## config.mk

```make
export PLATFORM = sky130hd
export DESIGN_NAME = patgen_top
export DESIGN_NICKNAME = d
export VERILOG_FILES = /design/src/rtl/pg_pkg.sv /design/src/rtl/pg_counter.sv /design/src/rtl/pg_lfsr.sv /design/src/rtl/pg_pwm.sv /design/src/rtl/pg_outsel.sv /design/src/rtl/patgen_top.sv
export SDC_FILE = /design/constraint.sdc
export NUM_CORES = 1
export LEC_CHECK = 0
export BUFFER_PORTS_ARGS = -buffer_cell sky130_fd_sc_hd__buf_2
export CAP_MARGIN = 10
export CORE_AREA = 2 2 65 67
export DETAILED_ROUTE_END_ITERATION = 6
export DIE_AREA = 0 0 67 69
export PLACE_DENSITY = 0.64
export SLEW_MARGIN = 25
export SYNTH_ARGS = -nofsm -noshare
export SYNTH_HDL_FRONTEND = slang
export SYNTH_HIERARCHICAL = 1
export SYNTH_SLANG_ARGS = --single-unit
```

## constraint.sdc

```tcl
create_clock -name clk -period 2.7 [get_ports clk]
set_clock_uncertainty 0.15 [all_clocks]
set_input_delay 0 -clock clk [delete_from_list [all_inputs] [get_ports clk]]
set_output_delay 0 -clock clk [all_outputs]
set_load 0.01 [all_outputs]
```

## src/rtl/pg_pkg.sv

```systemverilog
package pg_pkg;
  typedef enum logic [1:0] {
    PG_COUNT = 2'b00,
    PG_LFSR  = 2'b01,
    PG_PWM   = 2'b10,
    PG_ZERO  = 2'b11
  } pg_mode_e;

  localparam int unsigned PG_MODE_W = 2;
endpackage

```

## src/rtl/pg_counter.sv

```systemverilog
module pg_counter #(
  parameter int unsigned W = 8
) (
  input  logic         clk,
  input  logic         rst_n,
  input  logic         en,
  output logic [W-1:0] q
);
  localparam logic [W-1:0] ONE = W'(1);

  always_ff @(posedge clk or negedge rst_n) begin
    if (!rst_n) q <= '0;
    else if (en) q <= q + ONE;
  end
endmodule

```

## src/rtl/pg_lfsr.sv

```systemverilog
module pg_lfsr #(
  parameter int unsigned   W    = 8,
  parameter logic [W-1:0]  SEED = 8'h01,
  parameter logic [W-1:0]  TAPS = 8'hB8
) (
  input  logic         clk,
  input  logic         rst_n,
  input  logic         en,
  output logic [W-1:0] q
);
  logic [W-1:0] tapped;
  logic         fb;

  // Tap selection: one gate per bit, chosen by the mask parameter.
  for (genvar i = 0; i < W; i++) begin : g_tap
    if (TAPS[i]) begin : g_on
      assign tapped[i] = q[i];
    end else begin : g_off
      assign tapped[i] = 1'b0;
    end
  end

  assign fb = ^tapped;

  always_ff @(posedge clk or negedge rst_n) begin
    if (!rst_n) q <= SEED;
    else if (en) q <= {q[W-2:0], fb};
  end
endmodule

```

## src/rtl/pg_pwm.sv

```systemverilog
module pg_pwm #(
  parameter int unsigned W = 8
) (
  input  logic [W-1:0] cnt,
  input  logic [W-1:0] thr,
  output logic [W-1:0] level
);
  logic hi;
  assign hi    = (cnt < thr);
  assign level = {W{hi}};
endmodule

```

## src/rtl/pg_outsel.sv

```systemverilog
module pg_outsel
  import pg_pkg::*;
#(
  parameter int unsigned W = 8
) (
  input  pg_mode_e     mode,
  input  logic         en,
  input  logic [W-1:0] cnt,
  input  logic [W-1:0] lfsr,
  input  logic [W-1:0] pwm,
  output logic [W-1:0] nxt
);
  always_comb begin
    nxt = '0;
    if (en) begin
      unique case (mode)
        PG_COUNT: nxt = cnt;
        PG_LFSR:  nxt = lfsr;
        PG_PWM:   nxt = pwm;
        PG_ZERO:  nxt = '0;
        default:  nxt = '0;
      endcase
    end
  end
endmodule

```

## src/rtl/patgen_top.sv

```systemverilog
module patgen_top
  import pg_pkg::*;
#(
  parameter int unsigned  W    = 8,
  parameter logic [W-1:0] SEED = 8'h01,
  parameter logic [W-1:0] TAPS = 8'hB8
) (
  input  logic         clk,
  input  logic         rst_n,
  input  logic         en,
  input  logic [W-1:0] ctl_in,
  output logic [W-1:0] res_out,
  input  logic [W-1:0] io_in,
  output logic [W-1:0] io_out,
  output logic [W-1:0] io_oe
);
  logic [W-1:0] cnt_q;
  logic [W-1:0] lfsr_q;
  logic [W-1:0] pwm_lvl;
  logic [W-1:0] res_nxt;
  pg_mode_e     mode;
  logic         unused_ctl;

  assign mode       = pg_mode_e'(ctl_in[PG_MODE_W-1:0]);
  assign unused_ctl = ^ctl_in[W-1:PG_MODE_W];

  pg_counter #(.W(W)) u_cnt (
    .clk(clk), .rst_n(rst_n), .en(en), .q(cnt_q)
  );

  pg_lfsr #(.W(W), .SEED(SEED), .TAPS(TAPS)) u_lfsr (
    .clk(clk), .rst_n(rst_n), .en(en), .q(lfsr_q)
  );

  pg_pwm #(.W(W)) u_pwm (
    .cnt(cnt_q), .thr(io_in), .level(pwm_lvl)
  );

  pg_outsel #(.W(W)) u_sel (
    .mode(mode), .en(en), .cnt(cnt_q), .lfsr(lfsr_q), .pwm(pwm_lvl),
    .nxt(res_nxt)
  );

  always_ff @(posedge clk or negedge rst_n) begin
    if (!rst_n) res_out <= '0;
    else res_out <= res_nxt;
  end

  assign io_out = '0;
  assign io_oe  = '0;
endmodule

```

==> results of run 1 <==
-- worst reg2reg max path, cell delays in order (launching register included) --
cell	delay (ns)
dfrtp_1	0.47
ha_1	0.36
a211oi_2	0.22
o21ai_1	0.11
a41oi_1	0.23
buf_4	0.19
mux2i_1	0.08
o21ai_0	0.18
and2_1	0.15
-- cells in the final DEF, fill, tap and decap left out --
cell type      netlist  final
a211oi_2             1      1
a21oi_1              3      3
a41oi_1              1      1
and2_1               8      8
buf_2                1     20
buf_4               24      1
bufinv_16            0      1
clkbuf_8             1      3
conb_1               1     16
dfrtp_1             23     23
dfstp_2              1      1
dlygate4sd3_1        0      1
ha_1                 8      8
inv_1                7      7
mux2_2               8      8
mux2i_1              8      8
nand2_1              4      4
nand3b_1             8      8
nand4_1              3      3
nand4_2              1      1
nor2_1               5      5
nor2_2               1      1
nor2b_1              1      1
o21ai_0              7      7
o21ai_1              3      3
xnor2_1              6      6
xor2_1               4      4
-- repair_timing --
| action | 4_1_cts | 5_1_grt |
|---|---|---|
| hold buffers | 1 | 0 |
| hold endpoints to repair | 24 | 0 |
| setup endpoints to repair | 0 | 0 |
| resized for setup | 0 | 0 |
-- final cells by class --
class / count / area, um^2 / area share
clock inverters: 1 / 30.0 / 0.0191
multi-input cells: 96 / 692 / 0.440
repair buffers: 22 / 118 / 0.0748
clock buffers: 3 / 41.3 / 0.0263
inverters: 7 / 26.3 / 0.0167
well taps: 50 / 62.6 / 0.0398
flip-flops and latches: 24 / 602 / 0.383
-- flip-flops by register name, summed over array words and instances, names as in the netlist --
register and count:
u_cnt/q 8, res_out 8, u_lfsr/q 8
-- metal layers --
layer | wire length [um] | share of wire | up-vias
li1 | - | - | 453
met1 | 1040 | 0.43 | 442
met2 | 1200 | 0.49 | 29
met3 | 119 | 0.049 | 5
met4 | 63 | 0.026 | 0
met5 | 0 | 0 | -
-- through the flow --
stage,worst slack [ns],utilization,std cells
global route,0.406,0.402,203
CTS,0.510,0.402,203
detailed placement,0.531,0.381,198
floorplan,0.526,-,155
global placement,0.628,0.381,198
finish,0.510,0.402,203
-- power by group --
part / total, mW / switching, mW / internal, mW / leakage, nW
clock: 0.310 / 0.112 / 0.198 / 0.0357
combinational: 0.460 / 0.211 / 0.249 / 0.453
sequential: 0.657 / 0.159 / 0.498 / 0.295
total: 1.43 / 0.482 / 0.945 / 0.783
-- how the worst max path moves through the flow --
stage	start	to	slack (ns)	cells after the start
after CTS	u_cnt/q[2]	res_out[7]	0.51	8
after global routing	u_cnt/q[2]	res_out[0]	0.41	8
after detailed placement	u_cnt/q[2]	res_out[7]	0.53	8
after floorplan	u_cnt/q[2]	res_out[2]	0.53	8
final	u_cnt/q[2]	res_out[7]	0.51	8
after global placement	u_cnt/q[2]	res_out[0]	0.63	8
-- logic make-up (layout without fill, tap and decap cells) --
kind of cell / Yosys count / in the layout
flip-flops: 24 / 24
XOR/XNOR: 10 / 10
adder cells (fa/ha/maj): 8 / 8
AND/OR/NAND/NOR: 31 / 31
buffers and inverters: 35 / 33
AO/OA/AOI/OAI: 15 / 15
other: 1 / 16
multiplexers: 16 / 16
==> results_dict.tcl, run 1 <==
set metrics [dict create \
    cts_max_level 1 \
    track_usage 0.115 \
    r2r_slack_ns 0.51 \
    vias_per_cell 4.58 \
    place_hpwl_um 1860 \
    r2r_cells 8 \
    yosysMostFrequentCell "buf_4" \
    grtUsageMet2 0.191 \
    synth_top_family_by_area "buffers and inverters" \
    slowest_stage "dfrtp_1" \
    wl_per_cell_um 11.9 \
    yosysSeqAreaShare 0.404 \
    fmax_mhz 457 \
    synth_warnings 6 \
    yosys.area_share.adder 0.0672 \
    max_stage_delay_ns 0.47 \
    worstPathCellList "ha_1 -> a211oi_2 -> o21ai_1 -> a41oi_1 -> buf_4 -> mux2i_1 -> o21ai_0 -> and2_1" \
    drc 0 \
    crit_type "flip-flop to flip-flop" \
    synth.area.top_cells "dfrtp_1, buf_4, ha_1" \
    num_antenna_cells 0 \
    io_pins 43 \
    grt_max_degree 25 \
    p_leak_nw 0.783 \
    worst_slew_pin_slew_ns 0.507 \
    period_needed_ns 2.19 \
    synthMuxAreaShare 0.114 \
    status "completed" \
    startpoint_type "flip-flop" \
    synth_cell_type_count 27 \
    synth_xor_xnor_area_share 0.0588 \
    place.gp.congestion 0.790 \
    cts_root_buf "clkbuf_8" \
    start_util 0.380 \
    cts_tree "built" \
    critPathArrivalTime_ns 2.25 \
    post_cts_buffers 0 \
    drv_slew 0 \
    layout.nets 181 \
    synth_area_leader_cell "dfrtp_1" \
    vias 929 \
    synth-edff-count 0 \
    async_flop_share 1.00 \
    cts.reportedPaths.clkPinSlew_ns 0.08 \
    cts_buffers 3 \
    end_kind "flip-flop" \
    synthFlopType "dfrtp_1" \
    synth-simple-area-share 0.126 \
    antenna_found_initial 0 \
    routed_wl_um 2420 \
    cts_buffer_depth 2 \
    dieWidth_um 67 \
    hold_end "u_lfsr/q[0]" \
    min_path_type "input port to flip-flop" \
    finalSetupTns_ns 0 \
    path_buf_inv 1 \
    timing.final.hold_violations 0 \
    met1_usage 0.144 \
    netlist_top_cells_count "buf_4, dfrtp_1" \
    rr_endpoint "res_out[7]" \
    setup_viol 0 \
    dr.pass1.iters 4 \
    fin_crit_sh 0.811 \
    first_iter_violations 22 \
    synth-compound-area-share 0.0580 \
    critical_path.top_delay_family "compound AO/OA/AOI/OAI gates" \
    hold_start "en" \
    crit_fanout 8 \
    synth_top_area_frac 0.387 \
    fin_area_mm2 0.00157 \
    ant_nets 0 \
    syn_avg_cell_area_um2 10.6 \
    postPlaceCellArea_mm2 0.00149 \
    required_ns 2.76 \
    whs_path_depth 3 \
    clkLatencyLatePin_ns 0.27 \
    rsz0062_at_grt "false" \
    busiest_layer "met2" \
    fillers 394 \
    core_mm2 0.00391 \
    grt_pass1_wl_um 4200 \
    dieArea_mm2 0.00462 \
    timing.hold.ws_ns 0.0141 \
    drive_gt1_frac 0.242 \
    die_h_um 69 \
    grt_use_met3 0.00653 \
    numClockSinks 24 \
    max-vdd-ir-drop_v 0.000252 \
    rr_startpoint "u_cnt/q[2]" \
    syn_to_final_growth_pct 5.55 \
    grt_pass1_vias 919 \
    relSlewSlack 0.662 \
    synth_seq_cells 24 \
    num_rows 23 \
    synthCells 140 \
    numPortBuffers 20 \
    syn_area_mm2 0.00149 \
    powerDensity_mw_per_mm2 908 \
    power.total_mw 1.43 \
    grt_overflow 0 \
    maxCapViolCount 0 \
]
(Power assumes the default switching activity.)
==> run 2, diff against run 1 <==
Clock period 2.7 ns to 2.1 ns, I/O delays scaled along.
==> run 2 against run 1 <==
Critical path depth did not move. Critical endpoint is now res_out[3]. Clock power rose by 27%. Via count rose by 0.11%. Sequential share of layout area fell by 1.2 points.
==> results_dict.tcl, run 2 (synthesized netlist as in run 1, its figures left out) <==
set metrics [dict create \
    power.total_mw 1.92 \
    numPortBuffers 20 \
    required_ns 2.15 \
    critPathArrivalTime_ns 1.98 \
    rr_startpoint "u_cnt/q[2]" \
    dieWidth_um 67 \
    slowest_stage "dfrtp_1" \
    num_antenna_cells 0 \
    r2r_cells 8 \
    seq_area_um2 602 \
    cts_buffer_depth 2 \
    max_stage_delay_ns 0.39 \
    num_rows 23 \
    fillers 398 \
    rr_endpoint "res_out[3]" \
    dr.pass1.iters 4 \
    layout.nets 186 \
    clkLatencyLatePin_ns 0.26 \
    layout_common_cells "dfrtp_1, buf_2, conb_1" \
    relSlewSlack 0.664 \
    track_usage 0.111 \
    cts_max_level 1 \
    hold_start "en" \
    die_h_um 69 \
    drv_slew 0 \
    cts_root_buf "clkbuf_8" \
    fin_crit_sh 0.917 \
    first_iter_violations 18 \
    grt_pass1_wl_um 4060 \
    min_path_type "input port to flip-flop" \
    vias 930 \
    worstPathCellList "ha_1 -> a211oi_2 -> o21ai_2 -> a41oi_2 -> buf_6 -> mux2i_1 -> o21ai_1 -> and2_1" \
    multi_input_area_um2 703 \
    worst_slew_pin_slew_ns 0.504 \
    rsz0062_at_grt "false" \
    cts.reportedPaths.clkPinSlew_ns 0.08 \
    whs_path_depth 3 \
    max-vdd-ir-drop_v 0.000422 \
    grt_pass1_vias 890 \
    timing.final.hold_violations 0 \
    crit_type "flip-flop to flip-flop" \
    hold_end "u_lfsr/q[0]" \
    ant_nets 0 \
    maxCapViolCount 0 \
    start_util 0.380 \
    vias_per_cell 4.47 \
    drive_gt1_frac 0.278 \
    powerDensity_mw_per_mm2 1180 \
    setup_viol 0 \
    numClockSinks 24 \
    wl_per_cell_um 11.8 \
    startpoint_type "flip-flop" \
    syn_to_final_growth_pct 9.08 \
    finalSetupTns_ns 0 \
    period_needed_ns 1.93 \
    p_leak_nw 0.811 \
    r2r_slack_ns 0.17 \
    place.gp.congestion 0.737 \
    status "completed" \
    routed_wl_um 2450 \
    cts_tree "built" \
    reg_top3 "res_out: 8 flops, u_cnt/q: 8 flops, u_lfsr/q: 8 flops" \
    io_pins 43 \
    core_mm2 0.00391 \
    grt_max_degree 25 \
    grt_overflow 0 \
    cts_buffers 3 \
    drc 0 \
    end_kind "flip-flop" \
    crit_fanout 8 \
    place_hpwl_um 1890 \
    layout_commonest_cell "dfrtp_1" \
    fmax_mhz 519 \
    antenna_found_initial 0 \
    dieArea_mm2 0.00462 \
]
[run 2: changes by cell type in the layout (fill, tap and decap cells not counted)]
| cell | previous run | this run |
|---|---|---|
| o21ai_2 | 0 | 1 |
| a41oi_2 | 0 | 1 |
| a41oi_1 | 1 | 0 |
| buf_4 | 1 | 5 |
| buf_6 | 0 | 1 |
| o21ai_0 | 7 | 3 |
| o21ai_1 | 3 | 6 |
[run 2: critical path: cells and delay by family (launching register included)]
kind,cells,cell delay [ns]
muxes,1,0.07
and+or+nand+nor,1,0.14
buffers and inverters,1,0.15
AOI/OAI and AO/OA,4,0.63
adders and majority gates,1,0.33
DFF,1,0.39
[run 2: repair_timing]
action | 4_1_cts | 5_1_grt
endpoints found under the hold margin | 24 | 0
setup buffers | 0 | 0
hold buffers | 1 | 0
gates resized for setup | 0 | 6
endpoints found under the setup margin | 0 | 8
[run 2: how the worst max path moves through the flow]
| stage | endpoint | slack, ns | from | cells after the start |
|---|---|---|---|---|
| after floorplan | res_out[2] | 0.07 | u_cnt/q[2] | 8 |
| after global placement | res_out[7] | 0.13 | u_cnt/q[2] | 8 |
| after detailed placement | res_out[4] | 0.07 | u_cnt/q[2] | 8 |
| after CTS | res_out[3] | 0.06 | u_cnt/q[2] | 8 |
| after global routing | res_out[7] | 0.03 | u_cnt/q[2] | 8 |
| final | res_out[3] | 0.17 | u_cnt/q[2] | 8 |
[run 2: layer usage]
layer	vias to the layer above	track usage	wire, um
met2	23	0.179	1200
met5	-	0	0
met1	441	0.149	1110
met3	2	0.00979	115
met4	0	0.0476	29
li1	464	-	-
[run 2: final cells by class]
| cell class | instances | area share |
|---|---|---|
| tap | 50 | 0.0385 |
| inverter | 7 | 0.0162 |
| multi-input combinational | 96 | 0.433 |
| sequential | 24 | 0.371 |
| clock inverter | 1 | 0.0185 |
| clock buffer | 3 | 0.0254 |
| timing repair buffer | 27 | 0.0978 |
[run 2: stage by stage]
stage	util	hold WS [ns]	setup slack, ns	area, um^2	cells
detailed placement	0.392	-0.143	0.0743	1540	203
floorplan	-	-0.446	0.0657	1550	155
global route	0.415	0.0682	0.0286	1620	208
finish	0.415	0.0123	0.174	1620	208
CTS	0.413	0.00473	0.0607	1620	208
global placement	0.392	-0.154	0.129	1540	203
[run 2: where the power goes]
| part | switching, mW | internal, mW | total [mW] | leakage [nW] |
|---|---|---|---|---|
| sequential | 0.144 | 0.640 | 0.784 | 0.295 |
| clock | 0.139 | 0.254 | 0.393 | 0.0357 |
| combinational | 0.358 | 0.389 | 0.747 | 0.481 |
| total | 0.641 | 1.28 | 1.92 | 0.811 |
